`src/rtl/pair_tlb_pkg.sv`:
```
package pair_tlb_pkg;

   localparam int VA_W    = 32;
   localparam int PG_LSB  = 11;              // page-pair number starts here
   localparam int VPN_W   = VA_W - PG_LSB;
   localparam int FRM_LSB = 10;              // frames counted in 1 KB units
   localparam int PFN_W   = VA_W - FRM_LSB;

   typedef enum logic [2:0] {
      FLT_NONE     = 3'd0,
      FLT_ADDR_LD  = 3'd1,
      FLT_ADDR_ST  = 3'd2,
      FLT_I_REFILL = 3'd3,
      FLT_I_INVAL  = 3'd4,
      FLT_D_REFILL = 3'd5,
      FLT_D_INVAL  = 3'd6,
      FLT_MODIFY   = 3'd7
   } flt_e;

   typedef enum logic [1:0] {
      ACC_FETCH = 2'd0,
      ACC_LOAD  = 2'd1,
      ACC_STORE = 2'd2
   } acc_e;

   // page-number bits a slot of size code 'code' does not compare
   function automatic logic [VPN_W-1:0] vpn_ign_mask(input int code);
      logic [VPN_W-1:0] m;
      for (int b = 0; b < VPN_W; b++) m[b] = (b < 2 * code);
      return m;
   endfunction

   // address bit choosing the even/odd half for size code 'code'
   function automatic logic [4:0] half_bit(input int code);
      return 5'(FRM_LSB + 2 * code);
   endfunction

endpackage

```
`src/rtl/pair_tlb_entry.sv`:
```
module pair_tlb_entry
   import pair_tlb_pkg::*;
#(
   parameter int ASID_W = 8,
   parameter int PGSZ_W = 3
) (
   input  logic              clk,
   input  logic              rst_n,
   input  logic              flush,
   input  logic              we,
   input  logic [VPN_W-1:0]  w_vpn,
   input  logic [ASID_W-1:0] w_asid,
   input  logic              w_glob,
   input  logic [PGSZ_W-1:0] w_pgsz,
   input  logic [PFN_W-1:0]  w_pfn_e,
   input  logic              w_v_e,
   input  logic              w_d_e,
   input  logic [PFN_W-1:0]  w_pfn_o,
   input  logic              w_v_o,
   input  logic              w_d_o,
   input  logic [VA_W-1:0]   lk_va,
   input  logic [VPN_W-1:0]  lk_vpn,
   input  logic [ASID_W-1:0] lk_asid,
   input  logic [VPN_W-1:0]  pb_vpn,
   input  logic [ASID_W-1:0] pb_asid,
   output logic              lk_hit,
   output logic              pb_hit,
   output logic              h_valid,
   output logic              h_dirty,
   output logic [PFN_W-1:0]  h_pfn,
   output logic [PGSZ_W-1:0] h_pgsz
);

   logic              live_q;
   logic [VPN_W-1:0]  vpn_q;
   logic [ASID_W-1:0] asid_q;
   logic              glob_q;
   logic [PGSZ_W-1:0] pgsz_q;
   logic [PFN_W-1:0]  pfn_q [2];
   logic [1:0]        v_q;
   logic [1:0]        d_q;

   always_ff @(posedge clk or negedge rst_n) begin
      if (!rst_n)      live_q <= 1'b0;
      else if (flush)  live_q <= 1'b0;          // flush beats write
      else if (we)     live_q <= 1'b1;
   end

   always_ff @(posedge clk) begin
      if (we && !flush) begin
         vpn_q    <= w_vpn;
         asid_q   <= w_asid;
         glob_q   <= w_glob;
         pgsz_q   <= w_pgsz;
         pfn_q[0] <= w_pfn_e;
         pfn_q[1] <= w_pfn_o;
         v_q      <= {w_v_o, w_v_e};
         d_q      <= {w_d_o, w_d_e};
      end
   end

   logic [VPN_W-1:0] ign;
   logic [4:0]       hb;
   logic             odd;

   assign ign = vpn_ign_mask(int'(pgsz_q));
   assign hb  = half_bit(int'(pgsz_q));
   assign odd = lk_va[hb];

   assign lk_hit  = live_q && (((lk_vpn ^ vpn_q) & ~ign) == '0)
                    && (glob_q || (asid_q == lk_asid));
   assign pb_hit  = live_q && (((pb_vpn ^ vpn_q) & ~ign) == '0)
                    && (glob_q || (asid_q == pb_asid));
   assign h_valid = v_q[odd];
   assign h_dirty = d_q[odd];
   assign h_pfn   = pfn_q[odd];
   assign h_pgsz  = pgsz_q;

   AST_FLUSH_EMPTIES: assert property (@(posedge clk) disable iff (!rst_n)
      flush |=> (!lk_hit && !pb_hit));

   AST_WRITE_PROBES: assert property (@(posedge clk) disable iff (!rst_n)
      ($past(we && !flush && rst_n) && pb_vpn == $past(w_vpn)
       && pb_asid == $past(w_asid)) |-> pb_hit);

endmodule

```
`src/rtl/pair_tlb_pick.sv`:
```
module pair_tlb_pick #(
   parameter int N = 8,
   localparam int IW = (N > 1) ? $clog2(N) : 1
) (
   input  logic [N-1:0]  req,
   output logic          any,
   output logic [IW-1:0] idx
);

   always_comb begin
      any = 1'b0;
      idx = '0;
      for (int i = N - 1; i >= 0; i--) begin
         if (req[i]) begin
            any = 1'b1;
            idx = IW'(i);
         end
      end
   end

endmodule

```
`src/rtl/pair_tlb.sv`:
```
module pair_tlb
   import pair_tlb_pkg::*;
#(
   parameter int ENTRIES        = 8,
   parameter int ASID_W         = 8,
   parameter int PGSZ_W         = 3,
   parameter bit SMALL_PAGES_OK = 1'b1,
   localparam int IDX_W  = $clog2(ENTRIES),
   localparam int WIDX_W = IDX_W + 1
) (
   input  logic              clk,
   input  logic              rst_n,
   input  logic              flush,
   input  logic              wr_en,
   input  logic [WIDX_W-1:0] wr_idx,
   input  logic [20:0]       wr_vpn,
   input  logic [ASID_W-1:0] wr_asid,
   input  logic              wr_glob,
   input  logic [PGSZ_W-1:0] wr_pgsz,
   input  logic [21:0]       wr_pfn_even,
   input  logic              wr_valid_even,
   input  logic              wr_dirty_even,
   input  logic [21:0]       wr_pfn_odd,
   input  logic              wr_valid_odd,
   input  logic              wr_dirty_odd,
   input  logic [31:0]       req_va,
   input  logic [ASID_W-1:0] req_asid,
   input  logic [1:0]        req_acc,
   input  logic [1:0]        req_size,
   input  logic              req_kernel,
   input  logic              small_pg_en,
   output logic [31:0]       pa,
   output logic              uncached,
   output logic [2:0]        fault,
   output logic [ASID_W-1:0] flt_asid,
   output logic [18:0]       flt_vpn2,
   output logic [1:0]        flt_vpn2x,
   output logic [31:0]       flt_badva,
   input  logic [20:0]       prb_vpn,
   input  logic [ASID_W-1:0] prb_asid,
   output logic              prb_hit,
   output logic [WIDX_W-1:0] prb_idx
);

   // elaboration-time parameter checks
   if (ENTRIES < 2 || ENTRIES > 64) begin : g_bad_entries
      $error("pair_tlb: ENTRIES must lie in 2..64");
   end
   if (ASID_W < 1 || ASID_W > 16) begin : g_bad_asid
      $error("pair_tlb: ASID_W must lie in 1..16");
   end
   if (PGSZ_W < 1 || PGSZ_W > 3) begin : g_bad_pgsz
      $error("pair_tlb: PGSZ_W must lie in 1..3");
   end

   // ---------------- lookup page number ----------------
   logic [VPN_W-1:0] raw_vpn, lk_vpn;
   assign raw_vpn = req_va[VA_W-1:PG_LSB];

   if (SMALL_PAGES_OK) begin : g_small
      assign lk_vpn = small_pg_en ? raw_vpn : {raw_vpn[VPN_W-1:2], 2'b00};
   end else begin : g_large_only
      logic unused_sp;
      assign unused_sp = small_pg_en;
      assign lk_vpn    = {raw_vpn[VPN_W-1:2], 2'b00};
   end

   // ---------------- slot array ----------------
   logic [ENTRIES-1:0] lk_hit, pb_hit, hv, hd;
   logic [PFN_W-1:0]   hp [ENTRIES];
   logic [PGSZ_W-1:0]  hz [ENTRIES];

   for (genvar i = 0; i < ENTRIES; i++) begin : g_slot
      pair_tlb_entry #(.ASID_W(ASID_W), .PGSZ_W(PGSZ_W)) u_slot (
         .clk     (clk),
         .rst_n   (rst_n),
         .flush   (flush),
         .we      (wr_en && (wr_idx == WIDX_W'(i))),   // full-width compare
         .w_vpn   (wr_vpn),
         .w_asid  (wr_asid),
         .w_glob  (wr_glob),
         .w_pgsz  (wr_pgsz),
         .w_pfn_e (wr_pfn_even),
         .w_v_e   (wr_valid_even),
         .w_d_e   (wr_dirty_even),
         .w_pfn_o (wr_pfn_odd),
         .w_v_o   (wr_valid_odd),
         .w_d_o   (wr_dirty_odd),
         .lk_va   (req_va),
         .lk_vpn  (lk_vpn),
         .lk_asid (req_asid),
         .pb_vpn  (prb_vpn),
         .pb_asid (prb_asid),
         .lk_hit  (lk_hit[i]),
         .pb_hit  (pb_hit[i]),
         .h_valid (hv[i]),
         .h_dirty (hd[i]),
         .h_pfn   (hp[i]),
         .h_pgsz  (hz[i])
      );
   end

   logic             lk_any, pb_any;
   logic [IDX_W-1:0] lk_idx, pb_idx;

   pair_tlb_pick #(.N(ENTRIES)) u_lk_pick (.req(lk_hit), .any(lk_any), .idx(lk_idx));
   pair_tlb_pick #(.N(ENTRIES)) u_pb_pick (.req(pb_hit), .any(pb_any), .idx(pb_idx));

   // ---------------- probe ----------------
   assign prb_hit = pb_any;
   assign prb_idx = pb_any ? {1'b0, pb_idx} : '1;

   // ---------------- translation ----------------
   logic             sel_v, sel_d;
   logic [PFN_W-1:0] sel_pfn;
   logic [4:0]       sh;
   logic [VA_W-1:0]  off_m, map_pa;
   logic             in_k0, in_k1, misal, is_st, is_fe;
   flt_e             flt;

   assign sel_v   = hv[lk_idx];
   assign sel_d   = hd[lk_idx];
   assign sel_pfn = hp[lk_idx];
   assign sh      = half_bit(int'(hz[lk_idx]));
   assign off_m   = (32'h1 << sh) - 32'h1;
   assign map_pa  = ({sel_pfn, 10'b0} & ~off_m) | (req_va & off_m);

   assign in_k0    = (req_va[31:29] == 3'b100);
   assign in_k1    = (req_va[31:29] == 3'b101);
   assign misal    = (req_size == 2'd1 && req_va[0])
                     || (req_size[1] && req_va[1:0] != 2'b00);
   assign is_st    = (req_acc == ACC_STORE);
   assign is_fe    = (req_acc == ACC_FETCH);
   assign uncached = ((req_va & 32'hA000_0000) == 32'hA000_0000);

   always_comb begin
      flt = FLT_NONE;
      pa  = '0;
      if (misal || (in_k0 && !req_kernel))
         flt = is_st ? FLT_ADDR_ST : FLT_ADDR_LD;
      else if (in_k0 || in_k1)
         pa = req_va & 32'h1FFF_FFFF;
      else if (!lk_any)
         flt = is_fe ? FLT_I_REFILL : FLT_D_REFILL;
      else if (!sel_v)
         flt = is_fe ? FLT_I_INVAL : FLT_D_INVAL;
      else if (is_st && !sel_d)
         flt = FLT_MODIFY;
      else
         pa = map_pa;
   end

   assign fault = flt;

   // ---------------- handler information ----------------
   always_comb begin
      flt_asid  = '0;
      flt_vpn2  = '0;
      flt_vpn2x = '0;
      flt_badva = '0;
      if (flt != FLT_NONE) begin
         flt_asid  = req_asid;
         flt_vpn2  = lk_vpn[VPN_W-1:2];
         flt_vpn2x = lk_vpn[1:0];
         flt_badva = req_va;
      end
   end

   // ---------------- assertions ----------------
   AST_PROBE_MISS_ONES: assert property (@(posedge clk) disable iff (!rst_n)
      !prb_hit |-> (&prb_idx));

   AST_WINDOW_NO_TABLE_FLT: assert property (@(posedge clk) disable iff (!rst_n)
      (req_va[31:30] == 2'b10) |-> (fault inside {3'd0, 3'd1, 3'd2}));

   AST_LOAD_NEVER_MOD: assert property (@(posedge clk) disable iff (!rst_n)
      (req_acc == 2'd1) |-> (fault != 3'd7));

   AST_MISALIGN_ADDR_ERR: assert property (@(posedge clk) disable iff (!rst_n)
      (req_size == 2'd2 && req_va[1:0] != 2'b00) |-> (fault inside {3'd1, 3'd2}));

   AST_QUIET_INFO: assert property (@(posedge clk) disable iff (!rst_n)
      (fault == 3'd0) |-> (flt_badva == '0 && flt_asid == '0));

   AST_FAULT_NO_PA: assert property (@(posedge clk) disable iff (!rst_n)
      (fault != 3'd0) |-> (pa == '0));

endmodule

```
`config.mk`:
```
export PLATFORM = sky130hd
export DESIGN_NAME = pair_tlb
export DESIGN_NICKNAME = d
export VERILOG_FILES = /design/src/rtl/pair_tlb_pkg.sv /design/src/rtl/pair_tlb_entry.sv /design/src/rtl/pair_tlb_pick.sv /design/src/rtl/pair_tlb.sv
export SDC_FILE = /design/constraint.sdc
export NUM_CORES = 1
export LEC_CHECK = 0
export BUFFER_PORTS_ARGS = -buffer_cell sky130_fd_sc_hd__clkbuf_2
export CAP_MARGIN = 20
export CORE_ASPECT_RATIO = 1.75
export CORE_UTILIZATION = 48
export CTS_CLUSTER_DIAMETER = 120
export DETAILED_ROUTE_END_ITERATION = 6
export GPL_ROUTABILITY_DRIVEN = 0
export GPL_TIMING_DRIVEN = 1
export PLACE_DENSITY = 0.74
export SETUP_SLACK_MARGIN = 0.15
export SLEW_MARGIN = 20
export SYNTH_ARGS = -nofsm -noshare
export SYNTH_HDL_FRONTEND = slang
export SYNTH_HIERARCHICAL = 1
export SYNTH_SLANG_ARGS = --single-unit
```
`constraint.sdc`:
```
create_clock -name clk -period 6.63 [get_ports clk]
set_input_delay 1.326 -clock clk [delete_from_list [all_inputs] [get_ports clk]]
set_output_delay 1.326 -clock clk [all_outputs]
set_load 0.02 [all_outputs]
```
# Word-level counts from Yosys, hierarchy flattened
# Memories as Yosys holds them, arrays and structs flattened.
# Cells that the tools add are included.
[word_totals] reg_bits=304 ramBits=352 inputBits=164 out_inout_bits=102 elab_cells=577 n_memories=8
[mem_list] name="g_slot[0].u_slot.pfn_q" depth=2 width=22 rd=1 rd_ports_with_merged_regs=0 wr=2 line_no="pair_tlb_entry.sv:39" text="logic [PFN_W-1:0] pfn_q [2];"
[mem_list] name="g_slot[1].u_slot.pfn_q" depth=2 width=22 rd=1 rd_ports_with_merged_regs=0 wr=2 line_no="pair_tlb_entry.sv:39"
[mem_list] name="g_slot[2].u_slot.pfn_q" depth=2 width=22 rd=1 rd_ports_with_merged_regs=0 wr=2 line_no="pair_tlb_entry.sv:39"
[mem_list] name="g_slot[3].u_slot.pfn_q" depth=2 width=22 rd=1 rd_ports_with_merged_regs=0 wr=2 line_no="pair_tlb_entry.sv:39"
[mem_list] name="g_slot[4].u_slot.pfn_q" depth=2 width=22 rd=1 rd_ports_with_merged_regs=0 wr=2 line_no="pair_tlb_entry.sv:39"
[mem_list] name="g_slot[5].u_slot.pfn_q" depth=2 width=22 rd=1 rd_ports_with_merged_regs=0 wr=2 line_no="pair_tlb_entry.sv:39"
[mem_list] name="2 more memories"
[classes] addsub=10 order_cmp=186 eq_ne=28 shift=1 n_mux=141 bitwise=45 n_reduce_logical=102
[op_table] op="21-bit AND" n=16
[op_table] op="21-bit zero test" n=16
[op_table] op="21-bit bitwise XOR" n=16
[op_table] op="4-bit < comparator (first input constant)" n=64
[op_table] op="5-bit by 4-bit < comparator with 1-bit output (first input constant)" n=40
[op_table] op="32-bit two-way mux" n=6
[op_table] op="21-bit inverter" n=8
[op_table] op="8-bit == test" n=16
[op_table] op="3-bit by 4-bit < comparator with 1-bit output (first input constant)" n=32
[op_table] op="1-bit two-way mux" n=90
[op_table] op="3-bit two-way mux" n=24
[op_table] op="22-bit binary-select mux with 3-bit select" n=1
[op_table] op="32-bit AND" n=2
[op_table] op="1-bit by 4-bit < comparator with 1-bit output (first input constant)" n=16
[op_table] op="2-bit by 4-bit < comparator with 1-bit output (first input constant)" n=16
[op_table] op="1-bit logical AND" n=52
[op_table] op="5-bit by 6-bit < comparator with 1-bit output (second input constant)" n=8
[op_table] op="4-bit by 4-bit adder with 5-bit output (first input constant)" n=9
[op_table] op="22-bit two-way mux" n=2
[op_table] op="1-bit binary-select mux with 5-bit select" n=8
[op_table] op="32-bit inverter" n=1
[op_table] op="32-bit bitwise OR" n=1
[op_table] op="1-bit by 5-bit left shift with 32-bit output (first input constant)" n=1
[op_table] op="32-bit by 1-bit subtractor with 32-bit output (second input constant)" n=1
[op_table] op="22 further kinds" n=67

# Depth between registers and ports, before layout
# Gate-level depths: netlist of the first run.
[logic_depth] depth_word=29 ltp_mapped=18 mapped_depth_nobuf=15

# By module
# Netlist of the first run, hierarchy kept.
[by_module_without_submodules] mod="pair_tlb_entry (g_slot[0].u_slot ...)" instances=5 cells_per_inst=239 area_each_um2=3804.9 seq_area_each_um2=2457.4
[by_module_without_submodules] mod="pair_tlb_entry (g_slot[2].u_slot ...)" instances=2 cells_per_inst=232 area_each_um2=3819.9 seq_area_each_um2=2457.4
[by_module_without_submodules] mod="pair_tlb_entry (g_slot[1].u_slot)" instances=1 cells_per_inst=234 area_each_um2=3717.3 seq_area_each_um2=2457.4
[by_module_without_submodules] mod="pair_tlb" instances=1 cells_per_inst=347 area_each_um2=3153.0 seq_area_each_um2=0.0
[by_module_without_submodules] mod="pair_tlb_pick" instances=2 cells_per_inst=13 area_each_um2=80.1 seq_area_each_um2=0.0

# Worst setup path before layout of the first run
# Ideal clock, no wire load.
[synth_timing] kind="input port to output port" startpoint="input small_pg_en" endpoint="output pa[18]" t_arrival_ps=5122 t_required_ps=5304 slack_ps=182 cell_stages=15 n_path_buf=2 cell_sequence="and2_1 > xnor2_1 > a21oi_1 > o41ai_1 > a41oi_1 > nor3_1 > nor2_1 > a211oi_1 > buf_6 > mux2_1 > mux4_2 > buf_6 > nand2_1 > a21oi_1 > a311oi_1"
[synth_via] elab_cells_between_ends=82 cone_classes="2 x add/sub; 1 x shift; 32 x mux; 21 x bitwise; 26 x reduce/logical"
[synth_rtl] element="from (decl)" line_no="pair_tlb.sv:31" text="input logic small_pg_en,"
[synth_rtl] element="2-bit two-way mux (*)" line_no="pair_tlb.sv:61" text="assign lk_vpn = small_pg_en ? raw_vpn : {raw_vpn[VPN_W-1:2], 2'b00};"
[synth_rtl] element="21-bit bitwise XOR (*)" line_no="pair_tlb_entry.sv:70" text="assign lk_hit = live_q && (((lk_vpn ^ vpn_q) & ~ign) == '0)"
[synth_rtl] element="21-bit AND (*)" line_no="pair_tlb_entry.sv:70"
[synth_rtl] element="21-bit zero test (*)" line_no="pair_tlb_entry.sv:70"
[synth_rtl] element="1-bit logical AND (*)" line_no="pair_tlb_entry.sv:70"
[synth_rtl] element="1-bit logical AND (*)" line_no="pair_tlb_entry.sv:71" text="&& (glob_q || (asid_q == lk_asid));"
[synth_rtl] element="via lk_hit[2]" line_no="pair_tlb.sv:69" text="logic [ENTRIES-1:0] lk_hit, pb_hit, hv, hd;"
[synth_rtl] element="3-bit two-way mux (*) (3 in series)" line_no="pair_tlb_pick.sv:14" text="if (req[i]) begin"
[synth_rtl] element="via lk_idx[1]" line_no="pair_tlb.sv:104" text="logic [IDX_W-1:0] lk_idx, pb_idx;"
[synth_rtl] element="[... 7 more ...]"
[synth_rtl] element="32-bit inverter" line_no="pair_tlb.sv:126" text="assign map_pa = ({sel_pfn, 10'b0} & ~off_m) | (req_va & off_m);"
[synth_rtl] element="32-bit AND" line_no="pair_tlb.sv:126"
[synth_rtl] element="32-bit bitwise OR" line_no="pair_tlb.sv:126"
[synth_rtl] element="32-bit two-way mux" line_no="pair_tlb.sv:147" text="else if (is_st && !sel_d)"
[synth_rtl] element="32-bit two-way mux (*)" line_no="pair_tlb.sv:145" text="else if (!sel_v)"
[synth_rtl] element="32-bit two-way mux (*)" line_no="pair_tlb.sv:143" text="else if (!lk_any)"
[synth_rtl] element="32-bit two-way mux (*)" line_no="pair_tlb.sv:141" text="else if (in_k0 || in_k1)"
[synth_rtl] element="32-bit two-way mux (*)" line_no="pair_tlb.sv:139" text="if (misal || (in_k0 && !req_kernel))"
[synth_rtl] element="to (decl)" line_no="pair_tlb.sv:32" text="output logic [31:0] pa,"
# Mark *: on every way through the listed nets, which the timed path passes. The rest lies on a longest branch. The select of a mux whose other input is x is not followed.

# Final worst setup path of the first run
[layout_timing] startpoint="input req_va[16]" endpoint="output flt_badva[28]"
[layout_via] elab_chain_cells=24 elab_cells_between_ends=117 cone_classes="74 x mux; 16 x bitwise; 27 x reduce/logical"
[layout_lines] element="from (decl)" line_no="pair_tlb.sv:26" text="input logic [31:0] req_va,"
[layout_lines] element="21-bit bitwise XOR (*)" line_no="pair_tlb_entry.sv:70"
[layout_lines] element="21-bit AND (*)" line_no="pair_tlb_entry.sv:70"
[layout_lines] element="21-bit zero test (*)" line_no="pair_tlb_entry.sv:70"
[layout_lines] element="1-bit logical AND (*)" line_no="pair_tlb_entry.sv:70"
[layout_lines] element="1-bit logical AND (*)" line_no="pair_tlb_entry.sv:71"
[layout_lines] element="via lk_hit[7]" line_no="pair_tlb.sv:69"
[layout_lines] element="3-bit two-way mux (*) (8 in series)" line_no="pair_tlb_pick.sv:14"
[layout_lines] element="via lk_idx[1]" line_no="pair_tlb.sv:104"
[layout_lines] element="[... 3 more ...]"
[layout_lines] element="1-bit logical AND" line_no="pair_tlb.sv:147"
[layout_lines] element="3-bit two-way mux" line_no="pair_tlb.sv:147"
[layout_lines] element="3-bit two-way mux (*)" line_no="pair_tlb.sv:145"
[layout_lines] element="3-bit two-way mux (*)" line_no="pair_tlb.sv:143"
[layout_lines] element="3-bit two-way mux (*)" line_no="pair_tlb.sv:141"
[layout_lines] element="3-bit two-way mux (*)" line_no="pair_tlb.sv:139"
[layout_lines] element="3-bit nonzero test (*)" line_no="pair_tlb.sv:161" text="if (flt != FLT_NONE) begin"
[layout_lines] element="32-bit two-way mux (*)" line_no="pair_tlb.sv:161"
[layout_lines] element="to (decl)" line_no="pair_tlb.sv:38" text="output logic [31:0] flt_badva,"
# Marks and branches as above.

==> results of run 1 <==
==> placed cells by master (no fill, tap or decap), types with 34 or more instances in the layout <==
| cell | n |
|---|---|
| sky130_fd_sc_hd__mux4_2 | 57 |
| sky130_fd_sc_hd__buf_4 | 237 |
| sky130_fd_sc_hd__clkbuf_16 | 61 |
| sky130_fd_sc_hd__o21ai_0 | 69 |
| sky130_fd_sc_hd__a21oi_1 | 35 |
| sky130_fd_sc_hd__mux2i_1 | 53 |
| sky130_fd_sc_hd__mux2_2 | 41 |
| sky130_fd_sc_hd__nand2_1 | 50 |
| sky130_fd_sc_hd__buf_6 | 54 |
| sky130_fd_sc_hd__nand4_1 | 34 |
| sky130_fd_sc_hd__xnor2_1 | 201 |
| sky130_fd_sc_hd__and2_4 | 46 |
| sky130_fd_sc_hd__xor2_1 | 254 |
| sky130_fd_sc_hd__buf_8 | 53 |
| sky130_fd_sc_hd__edfxtp_1 | 648 |
| sky130_fd_sc_hd__mux2_4 | 150 |
| sky130_fd_sc_hd__clkbuf_2 | 157 |
| sky130_fd_sc_hd__nor2_1 | 101 |
==> critical path, stage by stage <==
cell                        delay [ns]
sky130_fd_sc_hd__clkbuf_2         0.19
sky130_fd_sc_hd__buf_4            0.31
sky130_fd_sc_hd__xor2_1           0.12
sky130_fd_sc_hd__o21ai_0          0.32
sky130_fd_sc_hd__nand3_1          0.13
sky130_fd_sc_hd__o21ai_1          0.16
sky130_fd_sc_hd__o211a_1          0.22
sky130_fd_sc_hd__buf_4            0.12
sky130_fd_sc_hd__buf_6            0.10
sky130_fd_sc_hd__o21ai_4          0.07
sky130_fd_sc_hd__a211oi_4         0.29
sky130_fd_sc_hd__buf_12           0.16
sky130_fd_sc_hd__buf_12           0.11
sky130_fd_sc_hd__mux4_2           0.52
sky130_fd_sc_hd__mux2i_4          0.25
sky130_fd_sc_hd__a211oi_4         0.05
sky130_fd_sc_hd__buf_6            0.17
sky130_fd_sc_hd__buf_6            0.12
sky130_fd_sc_hd__o21ai_4          0.23
sky130_fd_sc_hd__buf_12           0.19
sky130_fd_sc_hd__clkbuf_16        0.17
sky130_fd_sc_hd__and2_4           0.16
sky130_fd_sc_hd__clkbuf_8         0.14
==> flip-flops by register name, indices dropped and copies added, names as in the netlist <==
signal and count:
g_slot.u_slot/d_q 16, g_slot.u_slot/h_pgsz 24, g_slot.u_slot/live_q 8, g_slot.u_slot/pfn_q 352
g_slot.u_slot/v_q 16, g_slot.u_slot/asid_q 64, g_slot.u_slot/glob_q 8, g_slot.u_slot/vpn_q 168
==> worst paths after layout <==
kind                                                      from                                   to  slack, ns  cells past startpoint
setup / recovery                                    req_va[16]                        flt_badva[28]      -0.34                     23
hold / removal                                           rst_n  g_slot[6].u_slot/live_q$_DFFE_PN0P_       0.51                      1
setup reg to reg           g_slot[0].u_slot/live_q$_DFFE_PN0P_  g_slot[0].u_slot/live_q$_DFFE_PN0P_       5.83                      2
hold reg to reg            g_slot[3].u_slot/live_q$_DFFE_PN0P_  g_slot[3].u_slot/live_q$_DFFE_PN0P_       0.56                      2
max in group asynchronous                                rst_n  g_slot[2].u_slot/live_q$_DFFE_PN0P_       5.93                      1
min in group clk           g_slot[3].u_slot/live_q$_DFFE_PN0P_  g_slot[3].u_slot/live_q$_DFFE_PN0P_       0.56                      2
==> power by group through the flow <==
stage	combinational, W	clock (W)	sequential (W)
floorplan	0.000439	0	0.00472
global placement	0.000831	0	0.00472
detailed placement	0.000849	0	0.00472
CTS	0.000938	0.00341	0.00463
global route	0.00105	0.00355	0.00463
finish	0.00102	0.00338	0.00463
==> per-stage QoR <==
stage	setup TNS, ns	utilization [%]
CTS	-10.30	59.2
finish	-23.69	60.4
floorplan	0	-
detailed placement	-53.44	53.7
global placement	-41.27	53.7
global route	-27.37	60.4
==> cell type report <==
| class | instances | area, sq um |
|---|---|---|
| Multi-Input combinational cell | 1501 | 14300 |
| Clock inverter | 40 | 463 |
| Sequential cell | 656 | 19700 |
| Inverter | 17 | 66.3 |
| Clock buffer | 64 | 1410 |
| Fill cell | 5064 | 27500 |
| Timing Repair Buffer | 556 | 4950 |
| Antenna cell | 4 | 10.0 |
| Tap cell | 910 | 1140 |
==> what timing repair did <==
item                                    in CTS  in global routing
hold endpoints to repair                     0                  0
pin swaps                                   57                 53
cloned                                       2                  5
resized for setup                          337                205
setup buffers                               44                 17
endpoints found under the setup margin      96                 96
==> cells by family after synthesis <==
logic type	count (synthesis)	synth area share (%)
mux	322	14.1
simple gates	438	6.98
xor+xnor	464	12.1
other cells	1	0.0111
compound gates	266	5.78
buf+inv	110	2.37
fa+ha+maj	9	0.334
flops	656	58.3
==> cell usage after synthesis (all sizes together), types with 13 or more instances <==
library cell	instances	area, sq um
a21oi	54	282
a22oi	13	97.6
and2	54	338
buf	84	691
edfxtp	648	19500
inv	16	60.1
mux2	207	2880
mux2i	58	588
mux4	57	1290
nand2	57	229
nand2b	13	96.4
nand3	35	175
nand4	34	213
nor2	125	487
nor2b	17	114
nor3	38	230
nor4	48	343
o21ai	79	399
o32ai	16	290
xnor2	204	1790
xor2	260	2280
==> metal layers <==
metal | GRT usage, % | up-vias | share of wire [%]
li1 | - | 9611 | -
met1 | 32.6 | 11400 | 32
met2 | 54.8 | 1475 | 50
met3 | 6.65 | 530 | 8.7
met4 | 21.7 | 10 | 9.2
met5 | 0 | - | 0.060
==> metrics.txt, run 1 <==
initial cell density of the core 48.5%; total gr overflow 0; total half-perimeter wirelength after legalization and detailed placement 76,900 um; drt pass-1 iters 7; overall global routing resource usage 31.1%; TritonCTS clock tree built; leading register cell type out of synthesis sky130_fd_sc_hd__edfxtp_1; Clock power frac 37.4%; final layout net count 2,960; failing checks design-rule violations, negative setup slack; Post-synth EDFFs 648; number of placed cells counting well taps 3,570; via total after detailed routing 23,100; width of the die 202 um; overall routed net length 114,000 um; outcome complete, but fails checks; number of different library cells in the post-synthesis netlist 83; wire length of the first global-routing pass 159,000 um; max-cap check violation count 0; unrepaired setup endpoints after global routing yes; logic gate share of total power 11.3%; core footprint 69,500 sq um; Period Utilization, post-route 105%; post-synthesis area per instance 14.9 sq um; routed length per instance 30.4 um; critical path launch point type input port; Root Driver sky130_fd_sc_hd__clkbuf_16; Hold WS 0.510 ns; upper clock frequency limit 0.143 GHz; relative max-transition margin 31.0%; worst min-delay path class input port to async pin; worst clock skew 0 ns; transition time of the tightest slew-check pin 1.03 ns; vertical die dimension 352 um; netlist area before placement 33,700 sq um; latest clock arrival within the worst-skew pair 0.66 ns; antenna violations before repair 10; final hold violation count 0; Syn Inst Count 2,266; CTS sink cnt 656; Avg Vias per Cell 6.15; overall die area 71,300 sq um; Worst VDD drop 0.000240 V; internal power 0.00689 W; Net Switching 0.00214 W; pin count of the biggest net entering global routing 82; antenna violation net count after detailed routing 0; total power divided by cell area 215 nW/um^2; clock-pin slew reported for the worst setup and hold paths after clock tree synthesis 0.06 ns; CTS max path bufs 3; first-iteration detailed-routing DRC count 2,390; synthesis-to-finish area growth 24.6%; number of global-route vias before repair 23,500; power after layout 0.00903 W; clock period minus final worst setup slack 6.97 ns; post-detailed-placement cell area 37,400 sq um; number of buffers created by CTS 55; final non-filler cell area 42,000 sq um; Async SR Flop Fraction 1.22%; WP data arrival 5.65 ns; detailed-route DRC error count 2; final setup margin -0.343 ns; number of register bits inferred by synthesis 656; Critical Path Fanout Max 15; DP Worst Slack -0.838 ns; switching part of the total power 23.7%; standard-cell rows 128; share of the yosys chip area belonging to registers 58.3%; maximum level of the CTS H-tree 2; quantity of hold-fixing buffers added after cts 0; relative contribution of sequential cells to total power 51.3%; total of buffers placed on input and output ports 265; LEAKAGE 15.1 nW; Critical Setup Path Class input port to primary output; Pins Over Slew Limit 0; crit end category primary output; Top Ports 266; endpoints failing setup 94; required time worst endpoint 5.30 ns; Syn. warnings 6; number of cells in the finished layout apart from fillers 3,748; layout cells sized above 1 38.8%
Note: power is estimated with default switching activity, not from simulation.
==> run 2: changes to the inputs <==
- MAX_ROUTING_LAYER: not set -> met4
- SYNTH_HIERARCHICAL: 1 -> not set
==> run 2 against run 1 <==
  * The run still ends with design-rule violations, negative setup slack left
  * Global-route usage rose by 5.1 points
  * Sequential power about the same
  * Clock skew stayed put
  * Wire length grew 10%
  * Combinational power about the same
  * Hold slack improved by 0.0046 ns
  * Clock power up 7.7%
  * Critical path depth down 1
  * Synthesized area shrank 1.0%
  * Sequential cell count did not move
  * Die area decreased by 1.0%
  * Cell count increased by 6.5%
  * Critical path type unchanged
  * Largest cell class unchanged
  * Highest routed layer is now met4
==> metrics.txt, run 2 <==
outcome complete, but fails checks; failing checks design-rule violations, negative setup slack; Critical Setup Path Class input port to primary output; clock-pin slew reported for the worst setup and hold paths after clock tree synthesis 0.06 ns; simple-gate portion of the synthesized area 8.80%; total of buffers placed on input and output ports 265; netlist area before placement 33,400 sq um; pin count of the biggest net entering global routing 83; required time worst endpoint 5.30 ns; post-detailed-placement cell area 37,500 sq um; initial cell density of the core 48.6%; crit end category primary output; number of placed cells counting well taps 3,821; critical path launch point type input port; power after layout 0.00930 W; Syn Inst Count 2,531; worst clock skew 0 ns; TritonCTS clock tree built; CTS sink cnt 656; final non-filler cell area 41,500 sq um; width of the die 201 um; flip-flop count of the largest register after layout 352; clock period minus final worst setup slack 7.07 ns; dominant cell by count in the synthesized netlist sky130_fd_sc_hd__edfxtp_1; via total after detailed routing 25,900; antenna violations before repair 9; core footprint 68,600 sq um; unrepaired setup endpoints after global routing yes; Pins Over Slew Limit 0; register with the most flip-flops g_slot.u_slot.pfn_q; number of buffers created by CTS 58; Top Ports 266; max-cap check violation count 0; Regs by FF count g_slot.u_slot.pfn_q: 352 flops, g_slot.u_slot.vpn_q: 168 flops, g_slot.u_slot.asid_q: 64 flops; overall die area 70,600 sq um; overall routed net length 126,000 um; transition time of the tightest slew-check pin 1.21 ns; drt pass-1 iters 7; Period Utilization, post-route 107%; upper clock frequency limit 0.141 GHz; leading register cell type out of synthesis sky130_fd_sc_hd__edfxtp_1; share of the yosys chip area belonging to registers 58.9%; Commonest cells post-synth sky130_fd_sc_hd__edfxtp_1, sky130_fd_sc_hd__xor2_1, sky130_fd_sc_hd__xnor2_1; antenna violation net count after detailed routing 0; first-iteration detailed-routing DRC count 3,155; routed length per instance 31.6 um; final layout net count 3,203; leading area contributor after synthesis sky130_fd_sc_hd__edfxtp_1; cells taking the most area after synthesis sky130_fd_sc_hd__edfxtp_1, sky130_fd_sc_hd__xor2_1, sky130_fd_sc_hd__xnor2_1, sky130_fd_sc_hd__mux2i_1, sky130_fd_sc_hd__mux4_2; Critical Path Fanout Max 6; total gr overflow 0; Compound-Gate Fraction of Synth Area 9.00%; number of cells in the finished layout apart from fillers 3,992; most common cell after layout, fill and taps aside sky130_fd_sc_hd__edfxtp_1; multiplexer share of the synthesized area 7.93%; arithmetic-cell share of the synthesized area counting full adders, half adders and majority gates 0.368%; combinational family with the most area after synthesis XOR/XNOR gates; vertical die dimension 351 um; final setup margin -0.444 ns; Root Driver sky130_fd_sc_hd__clkbuf_16; Util after Layout 60.5%; number of global-route vias before repair 25,800; WP data arrival 5.75 ns; overall global routing resource usage 36.2%; detailed-route DRC error count 9; DP Worst Slack -0.582 ns; total power divided by cell area 224 nW/um^2; Post-Synth XOR/XNOR Area 12.2%; number of different library cells in the post-synthesis netlist 99; Syn. warnings 0; Avg Vias per Cell 6.48; worst min-delay path class input port to async pin; latest clock arrival within the worst-skew pair 0.65 ns; layout cells sized above 1 31.4%; fillers 5,167; standard-cell rows 127; Worst VDD drop 0.000245 V; quantity of hold-fixing buffers added after cts 0; LEAKAGE 15.0 nW; synthesis-to-finish area growth 24.6%; CTS max path bufs 3; endpoints failing setup 95; maximum level of the CTS H-tree 2; wire length of the first global-routing pass 177,000 um; number of register bits inferred by synthesis 656; Post-synth EDFFs 648; area share of the leading cell type in the synthesized netlist 58.3%; highest-count cells in the layout ignoring fill and taps sky130_fd_sc_hd__edfxtp_1, sky130_fd_sc_hd__buf_4, sky130_fd_sc_hd__xor2_1; Async SR Flop Fraction 1.22%; final hold violation count 0; post-synthesis area per instance 13.2 sq um; total half-perimeter wirelength after legalization and detailed placement 83,800 um; relative max-transition margin 18.8%
-- run 2: changes by cell type after synthesis, sizes merged, moves of 23 or more --
cell	change
clkbuf	+82
nor2b	+57
nand2	+47
mux4	-23
a211oi	+87
a21oi	+63
o21ai	-25
and2	-41
mux2	-160
mux2i	+77
-- run 2: critical path, stage by stage --
cell	delay (ns)
sky130_fd_sc_hd__clkbuf_4	0.17
sky130_fd_sc_hd__buf_6	0.16
sky130_fd_sc_hd__xnor2_2	0.15
sky130_fd_sc_hd__nand4_1	0.28
sky130_fd_sc_hd__nor3_4	0.69
sky130_fd_sc_hd__buf_6	0.19
sky130_fd_sc_hd__nand4b_1	0.23
sky130_fd_sc_hd__o22ai_2	0.21
sky130_fd_sc_hd__buf_4	0.14
sky130_fd_sc_hd__buf_4	0.09
sky130_fd_sc_hd__buf_4	0.09
sky130_fd_sc_hd__buf_4	0.09
sky130_fd_sc_hd__buf_4	0.10
sky130_fd_sc_hd__o2111ai_1	0.18
sky130_fd_sc_hd__o211ai_1	0.22
sky130_fd_sc_hd__nand3_2	0.15
sky130_fd_sc_hd__buf_4	0.18
sky130_fd_sc_hd__and2_1	0.17
sky130_fd_sc_hd__a21oi_2	0.24
sky130_fd_sc_hd__a21oi_1	0.11
sky130_fd_sc_hd__o22ai_1	0.32
sky130_fd_sc_hd__clkbuf_4	0.25
-- run 2: worst paths after layout --
path / startpoint / endpoint / slack, ns / cells after the start
setup / recovery: req_va[31] / pa[18] / -0.44 / 22
hold / removal: rst_n / g_slot[5].u_slot.live_q$_DFFE_PN0P_ / 0.51 / 1
setup reg to reg: g_slot[4].u_slot.live_q$_DFFE_PN0P_ / g_slot[4].u_slot.live_q$_DFFE_PN0P_ / 5.92 / 1
hold reg to reg: g_slot[7].u_slot.live_q$_DFFE_PN0P_ / g_slot[7].u_slot.live_q$_DFFE_PN0P_ / 0.51 / 1
max in group asynchronous: rst_n / g_slot[3].u_slot.live_q$_DFFE_PN0P_ / 5.93 / 1
min in group clk: g_slot[7].u_slot.live_q$_DFFE_PN0P_ / g_slot[7].u_slot.live_q$_DFFE_PN0P_ / 0.52 / 1
-- run 2: cell type report --
class | count | area, sq um | share of cell area, %
sequential | 656 | 19700 | 47.3
clock buffer | 62 | 1470 | 3.53
clock inverter | 46 | 564 | 1.36
timing repair buffer | 610 | 4780 | 11.5
antenna | 11 | 27.5 | 0.0663
inverter | 26 | 97.6 | 0.235
tap | 903 | 1130 | 2.72
multi-input combinational | 1678 | 13800 | 33.3
-- run 2: where the power goes --
group          internal [W]  total (W)  switching, W
registers           0.00461    0.00463     0.0000293
clock network       0.00208    0.00364       0.00156
logic              0.000397    0.00103      0.000630
-- run 2: cell families (layout without fill, tap and decap cells) --
family,Yosys count,after routing
multiplexers,216,216
AO/OA/AOI/OAI,431,432
XOR/XNOR,463,463
buffers and inverters,199,744
flip-flops,656,656
AND/OR/NAND/NOR,555,555
other,1,13
adder cells (fa/ha/maj),10,10
-- run 2: through the flow --
step	TNS (ns)	hold WS, ns
finish	-22.00	0.515
global route	-25.68	0.530
CTS	-0.0886	0.516
detailed placement	-30.60	0.504
global placement	-24.40	0.492
floorplan	0	0.464
-- run 2: routing by layer --
metal	routed length [um]	GRT usage [%]	vias to the layer above
met2	58400	55.9	2034
met3	14500	11.3	776
li1	-	-	10600
met4	13800	31.5	0
met1	39300	37.4	12500
met5	0	-	-
-- run 2: what timing repair did --
item	in CTS	in global routing
hold endpoints to repair	0	0
endpoints found under the setup margin	96	96
gates resized for setup	161	247
cloned	2	8
setup buffers	14	27
pin swaps	47	35
